## src/rtl/bus_rel_pkg.sv

```systemverilog
package bus_rel_pkg;
  typedef enum logic [2:0] {
    ST_OWN  = 3'd0,  // CPU owns the bus
    ST_PEND = 3'd1,  // request accepted, in-flight access finishing
    ST_PARK = 3'd2,  // strobes parked high, drivers still on
    ST_REL  = 3'd3,  // bus released to outside master
    ST_RETN = 3'd4   // ack withdrawn, drivers still off
  } rel_state_e;
endpackage

```

## src/rtl/bus_rel_filter.sv

```systemverilog
module bus_rel_filter #(
  parameter int NUM_SAMPLES = 2
) (
  input  logic clk_i,
  input  logic rst_ni,
  input  logic enable_i,
  input  logic sample_i,
  input  logic breq_ni,
  output logic accept_o
);
  localparam int CW = $clog2(NUM_SAMPLES + 1);
  localparam logic [CW-1:0] LAST = CW'(NUM_SAMPLES - 1);

  logic [CW-1:0] cnt_q;

  always_ff @(posedge clk_i or negedge rst_ni) begin
    if (!rst_ni)            cnt_q <= '0;
    else if (!enable_i)     cnt_q <= '0;
    else if (sample_i) begin
      if (breq_ni)          cnt_q <= '0;
      else if (cnt_q != LAST) cnt_q <= cnt_q + CW'(1);
    end
  end

  assign accept_o = enable_i && sample_i && !breq_ni && (cnt_q == LAST);
endmodule

```

## src/rtl/bus_rel_fsm.sv

```systemverilog
module bus_rel_fsm
  import bus_rel_pkg::*;
(
  input  logic       clk_i,
  input  logic       rst_ni,
  input  logic       accept_i,
  input  logic       breq_ni,
  input  logic       cpu_busy_i,
  input  logic       cpu_done_i,
  output rel_state_e state_o
);
  rel_state_e state_q, state_d;

  always_comb begin
    state_d = state_q;
    unique case (state_q)
      ST_OWN:  if (accept_i) state_d = ST_PEND;
      ST_PEND: if (!cpu_busy_i || cpu_done_i) state_d = ST_PARK;
      ST_PARK: state_d = ST_REL;
      ST_REL:  if (breq_ni) state_d = ST_RETN;
      ST_RETN: state_d = ST_OWN;
      default: state_d = ST_OWN;
    endcase
  end

  always_ff @(posedge clk_i or negedge rst_ni) begin
    if (!rst_ni) state_q <= ST_OWN;
    else         state_q <= state_d;
  end

  assign state_o = state_q;
endmodule

```

## src/rtl/bus_rel_gate.sv

```systemverilog
module bus_rel_gate
  import bus_rel_pkg::*;
#(
  parameter int NSTRB = 4
) (
  input  rel_state_e       state_i,
  input  logic             data_drv_i,
  input  logic [NSTRB-1:0] strb_ni,
  output logic             back_no,
  output logic             hold_cpu_o,
  output logic             addr_oe_o,
  output logic             data_oe_o,
  output logic             strb_oe_o,
  output logic [NSTRB-1:0] strb_no
);
  logic owned, park;

  assign owned      = (state_i == ST_OWN) || (state_i == ST_PEND) || (state_i == ST_PARK);
  assign park       = !((state_i == ST_OWN) || (state_i == ST_PEND));
  assign back_no    = (state_i != ST_REL);
  assign hold_cpu_o = (state_i != ST_OWN);
  assign addr_oe_o  = owned;
  assign strb_oe_o  = owned;
  assign data_oe_o  = owned && data_drv_i;

  for (genvar i = 0; i < NSTRB; i++) begin : g_strb
    assign strb_no[i] = park ? 1'b1 : strb_ni[i];
  end
endmodule

```

## src/rtl/bus_release_ctrl.sv

```systemverilog
module bus_release_ctrl
  import bus_rel_pkg::*;
#(
  parameter int NUM_SAMPLES = 2,
  parameter int NSTRB       = 4
) (
  input  logic             clk_i,
  input  logic             rst_ni,
  input  logic             breq_ni,
  input  logic             sample_i,
  input  logic             cpu_busy_i,
  input  logic             cpu_done_i,
  input  logic             data_drv_i,
  input  logic [NSTRB-1:0] strb_ni,
  output logic             back_no,
  output logic             hold_cpu_o,
  output logic             addr_oe_o,
  output logic             data_oe_o,
  output logic             strb_oe_o,
  output logic [NSTRB-1:0] strb_no
);
  rel_state_e state;
  logic       accept;

  bus_rel_filter #(.NUM_SAMPLES(NUM_SAMPLES)) u_filter (
    .clk_i    (clk_i),
    .rst_ni   (rst_ni),
    .enable_i (state == ST_OWN),
    .sample_i (sample_i),
    .breq_ni  (breq_ni),
    .accept_o (accept)
  );

  bus_rel_fsm u_fsm (
    .clk_i      (clk_i),
    .rst_ni     (rst_ni),
    .accept_i   (accept),
    .breq_ni    (breq_ni),
    .cpu_busy_i (cpu_busy_i),
    .cpu_done_i (cpu_done_i),
    .state_o    (state)
  );

  bus_rel_gate #(.NSTRB(NSTRB)) u_gate (
    .state_i    (state),
    .data_drv_i (data_drv_i),
    .strb_ni    (strb_ni),
    .back_no    (back_no),
    .hold_cpu_o (hold_cpu_o),
    .addr_oe_o  (addr_oe_o),
    .data_oe_o  (data_oe_o),
    .strb_oe_o  (strb_oe_o),
    .strb_no    (strb_no)
  );
endmodule

```

## config.mk

```make
export PLATFORM = sky130hd
export DESIGN_NAME = bus_release_ctrl
export DESIGN_NICKNAME = d
export VERILOG_FILES = /design/src/rtl/bus_rel_pkg.sv /design/src/rtl/bus_rel_filter.sv /design/src/rtl/bus_rel_fsm.sv /design/src/rtl/bus_rel_gate.sv /design/src/rtl/bus_release_ctrl.sv
export SDC_FILE = /design/constraint.sdc
export NUM_CORES = 1
export LEC_CHECK = 0
export ABC_CLOCK_PERIOD_IN_PS = 1760
export BUFFER_PORTS_ARGS = -buffer_cell sky130_fd_sc_hd__buf_4
export CORE_AREA = 2 2 39 41
export DETAILED_ROUTE_END_ITERATION = 10
export DIE_AREA = 0 0 41 43
export GPL_TIMING_DRIVEN = 0
export PLACE_DENSITY = 0.57
export SLEW_MARGIN = 20
export SYNTH_ARGS = -nofsm -noshare
export SYNTH_HDL_FRONTEND = slang
export SYNTH_HIERARCHICAL = 1
export SYNTH_SLANG_ARGS = --single-unit
```

## constraint.sdc

```tcl
create_clock -name clk_i -period 1.76 [get_ports clk_i]
set_input_delay 0.176 -clock clk_i [delete_from_list [all_inputs] [get_ports clk_i]]
set_output_delay 0.176 -clock clk_i [all_outputs]
set_load 0.005 [all_outputs]
```

==> results by group <==
Detailed routing
  – Vias/cell: 4.763
  – DRC Markers: 0
  – Wire length per cell: 10.92 um
  – DR iter-0 viols: 2
  – Routed wire length: 830 um
  – TritonRoute pass-1 iters: 4
  – Via count: 362
  – Final ANT Viol Nets: 0

Synthesis
  – Area leader, netlist: dfrtp_1
  – Syn nets: 48
  – Mapped Cells: 36
  – Register bit total from synthesis: 5
  – Post-synthesis sequential area ratio: 0.3690
  – Synth top area share: 0.3690
  – Ranking of synthesized cells by area: dfrtp_1, or3_1, and3b_1
  – Distinct cells, synth: 21
  – Syn Area/Cell: 9.419 um2
  – Yosys warnings: 6
  – Cell area after synthesis: 339.1 um2

Power and ir drop
  – Leakage: 0.2536 nW
  – Internal power: 0.4633 mW
  – Clock network power share: 0.186
  – Net Sw Power: 0.2532 mW
  – Maximum vdd drop: 0.4985 mV
  – Reg power frac: 0.320
  – Combinational share of power: 0.494
  – Pwr per Cell Area: 1332 mW/mm2
  – Switching share of power: 0.3534

Setup path
  – Critical-path cell list: or3_1 -> buf_4
  – CP max stage delay: 0.49 ns
  – Worst EP arrival: 1.28 ns
  – Critical Path RT: 1.58 ns
  – Crit path launch type: register
  – Critical path type: register to primary output
  – CP max stage cell: dfrtp_1
  – Crit. End Element: primary output
  – Critical Path Fanout Max: 13

STA
  – Final worst path period share: 0.8249
  – Tmin final: 1.452 ns
  – Fmax: 688.8 MHz
  – Worst Skew: 0.002186 ns
  – Slew @ Worst Pin: 0.3341 ns
  – Final WS setup: 0.3082 ns
  – Final setup fails: 0
  – Unrepaired setup endpoints after global routing: no
  – Slew headroom: 0.7773
  – Fin. Hold Viols: 0
  – TNS Setup: 0 ns
  – Fin. max-slew vios: 0

Global route
  – GR Overflow Total: 0
  – First-pass GRT wire length: 1214 um
  – Vias in the first global route: 328
  – Antenna violations before repair: 0
  – GRT Util Overall: 0.1052
  – Largest net degree at the start of global routing: 14

Layout
  – N_diodes: 0
  – Final Cell Area: 538.0 um2
  – Layout cells sized above 1: 0.4167
  – Fin util: 0.3888
  – Nets: 73
  – FILL cells: 148
  – Finished Layout Cells: 76
  – Synth-to-layout area growth: 58.67%

Clock network
  – H-Tree Depth: 1
  – Max Buffers Root-to-Sink: 2
  – CTS Buf Count: 3
  – PostCTS Resize Cnt: 0
  – CTS clk-pin slew, worst paths: 0.04 ns
  – Clock Latency Late Sink: 0.24 ns
  – TritonCTS clock tree: built
  – Clock Sinks: 5
  – Root buffer cell: clkbuf_4

Placed design
  – RD Place Congestion: 0.6352
  – Place WS: 0.3655 ns
  – PortBufs: 19
  – Placed cells: 71
  – Area of placed instances: 501.7 um2

Outcome
  – Status: complete, no violations

Die
  – Die width: 41 um
  – Placeable Area: 0.001384 mm2
  – Starting Density: 0.2450
  – Die area: 0.001763 mm2
  – Die Height: 43 um
  – Io pins: 20
  – Num rows: 14

Run
  – Max-cap violation count: 0

Worst hold path
  – Worst hold path type: primary input to register
-- critical path: cells and delay by family (launching register included) --
kind          cells  cell delay [ns]
simple gates      1             0.41
buf+inv           1             0.14
flops             1             0.49
-- synth_stat cells, drive strengths merged --
| master | instances |
|---|---|
| and3 | 1 |
| nor4b | 2 |
| buf | 1 |
| nor2 | 1 |
| nand3 | 1 |
| and3b | 2 |
| inv | 1 |
| nand3b | 2 |
| ha | 1 |
| nor3 | 2 |
| or3 | 5 |
| nand2 | 2 |
| nor3b | 1 |
| a21oi | 2 |
| and2 | 1 |
| o31a | 2 |
| nor2b | 2 |
| dfrtp | 5 |
| nand2b | 1 |
| and4b | 1 |
-- per-layer routing --
metal | wire [um] | GRT usage
met5 | 0 | 0
met3 | 98 | 0.03141
met4 | 0 | 0.08000
met2 | 398 | 0.1750
met1 | 333 | 0.09868
-- worst paths after layout --
path,slack (ns),endpoint,startpoint,depth (start not counted)
setup reg to reg,0.37,u_fsm/state_o[0],u_filter/cnt_q[0],5
hold / removal,0.26,u_fsm/state_o[2],breq_ni,3
setup / recovery,0.31,strb_no[0],u_fsm/state_o[1],2
min in group asynchronous,0.28,u_filter/cnt_q[1],rst_ni,2
hold reg to reg,0.63,u_fsm/state_o[1],u_fsm/state_o[2],1
max in group asynchronous,1.38,u_fsm/state_o[0],rst_ni,2
-- stage by stage --
stage | power (mW) | hold WS, ns
floorplan | 0.3936 | -0.1196
global placement | 0.5806 | -0.02036
detailed placement | 0.5898 | -0.01984
CTS | 0.7352 | 0.2519
global route | 0.7882 | 0.2587
finish | 0.7165 | 0.2558
-- cells by family after synthesis --
kind of cell	count (synthesis)	share of synthesized area
DFF	5	0.3690
and+or+nand+nor	24	0.4797
AOI/OAI and AO/OA	4	0.08119
adders and majority gates	1	0.03689
buffers and inverters	2	0.03321
-- cells in the final DEF, fill, tap and decap left out, drive strengths merged --
cell / n
and3b: 2
and3: 1
nor4b: 2
and2: 1
or3: 5
dfrtp: 5
nand2: 2
nand2b: 1
nand3: 1
o31a: 2
ha: 1
nor3b: 1
nor3: 2
nor2b: 2
buf: 20
clkbuf: 4
a21oi: 2
nand3b: 2
inv: 1
dlygate4sd3: 1
and4b: 1
nor2: 1
-- power by group through the flow --
stage / Clock, mW / Combinational, mW / Sequential (mW)
2_1_floorplan: 0 / 0.183 / 0.211
3_3_place_gp: 0 / 0.353 / 0.227
3_5_place_dp: 0 / 0.356 / 0.234
4_1_cts: 0.143 / 0.360 / 0.232
5_1_grt: 0.148 / 0.399 / 0.241
6_report: 0.134 / 0.354 / 0.229
-- layout make-up --
type	count	area (um2)	share of cell area
Tap cell	16	20.02	0.03721
Multi-Input combinational cell	29	202.7	0.3767
Inverter	1	3.754	0.006977
Buffer	1	7.507	0.01395
Clock buffer	4	26.28	0.04884
Timing Repair Buffer	20	152.6	0.2837
Sequential cell	5	125.1	0.2326
-- flip-flops by register name, indices dropped and copies added, names as in the netlist --
| signal | cells |
|---|---|
| u_filter/cnt_q | 2 |
| u_fsm/state_o | 3 |
-- timing repair --
item / 4_1_cts / 5_1_grt
hold endpoints to repair: 5 / 0
buffers inserted: 0 / 0
hold buffers: 1 / 0
No activity file was read; power rests on OpenSTA's default activity.
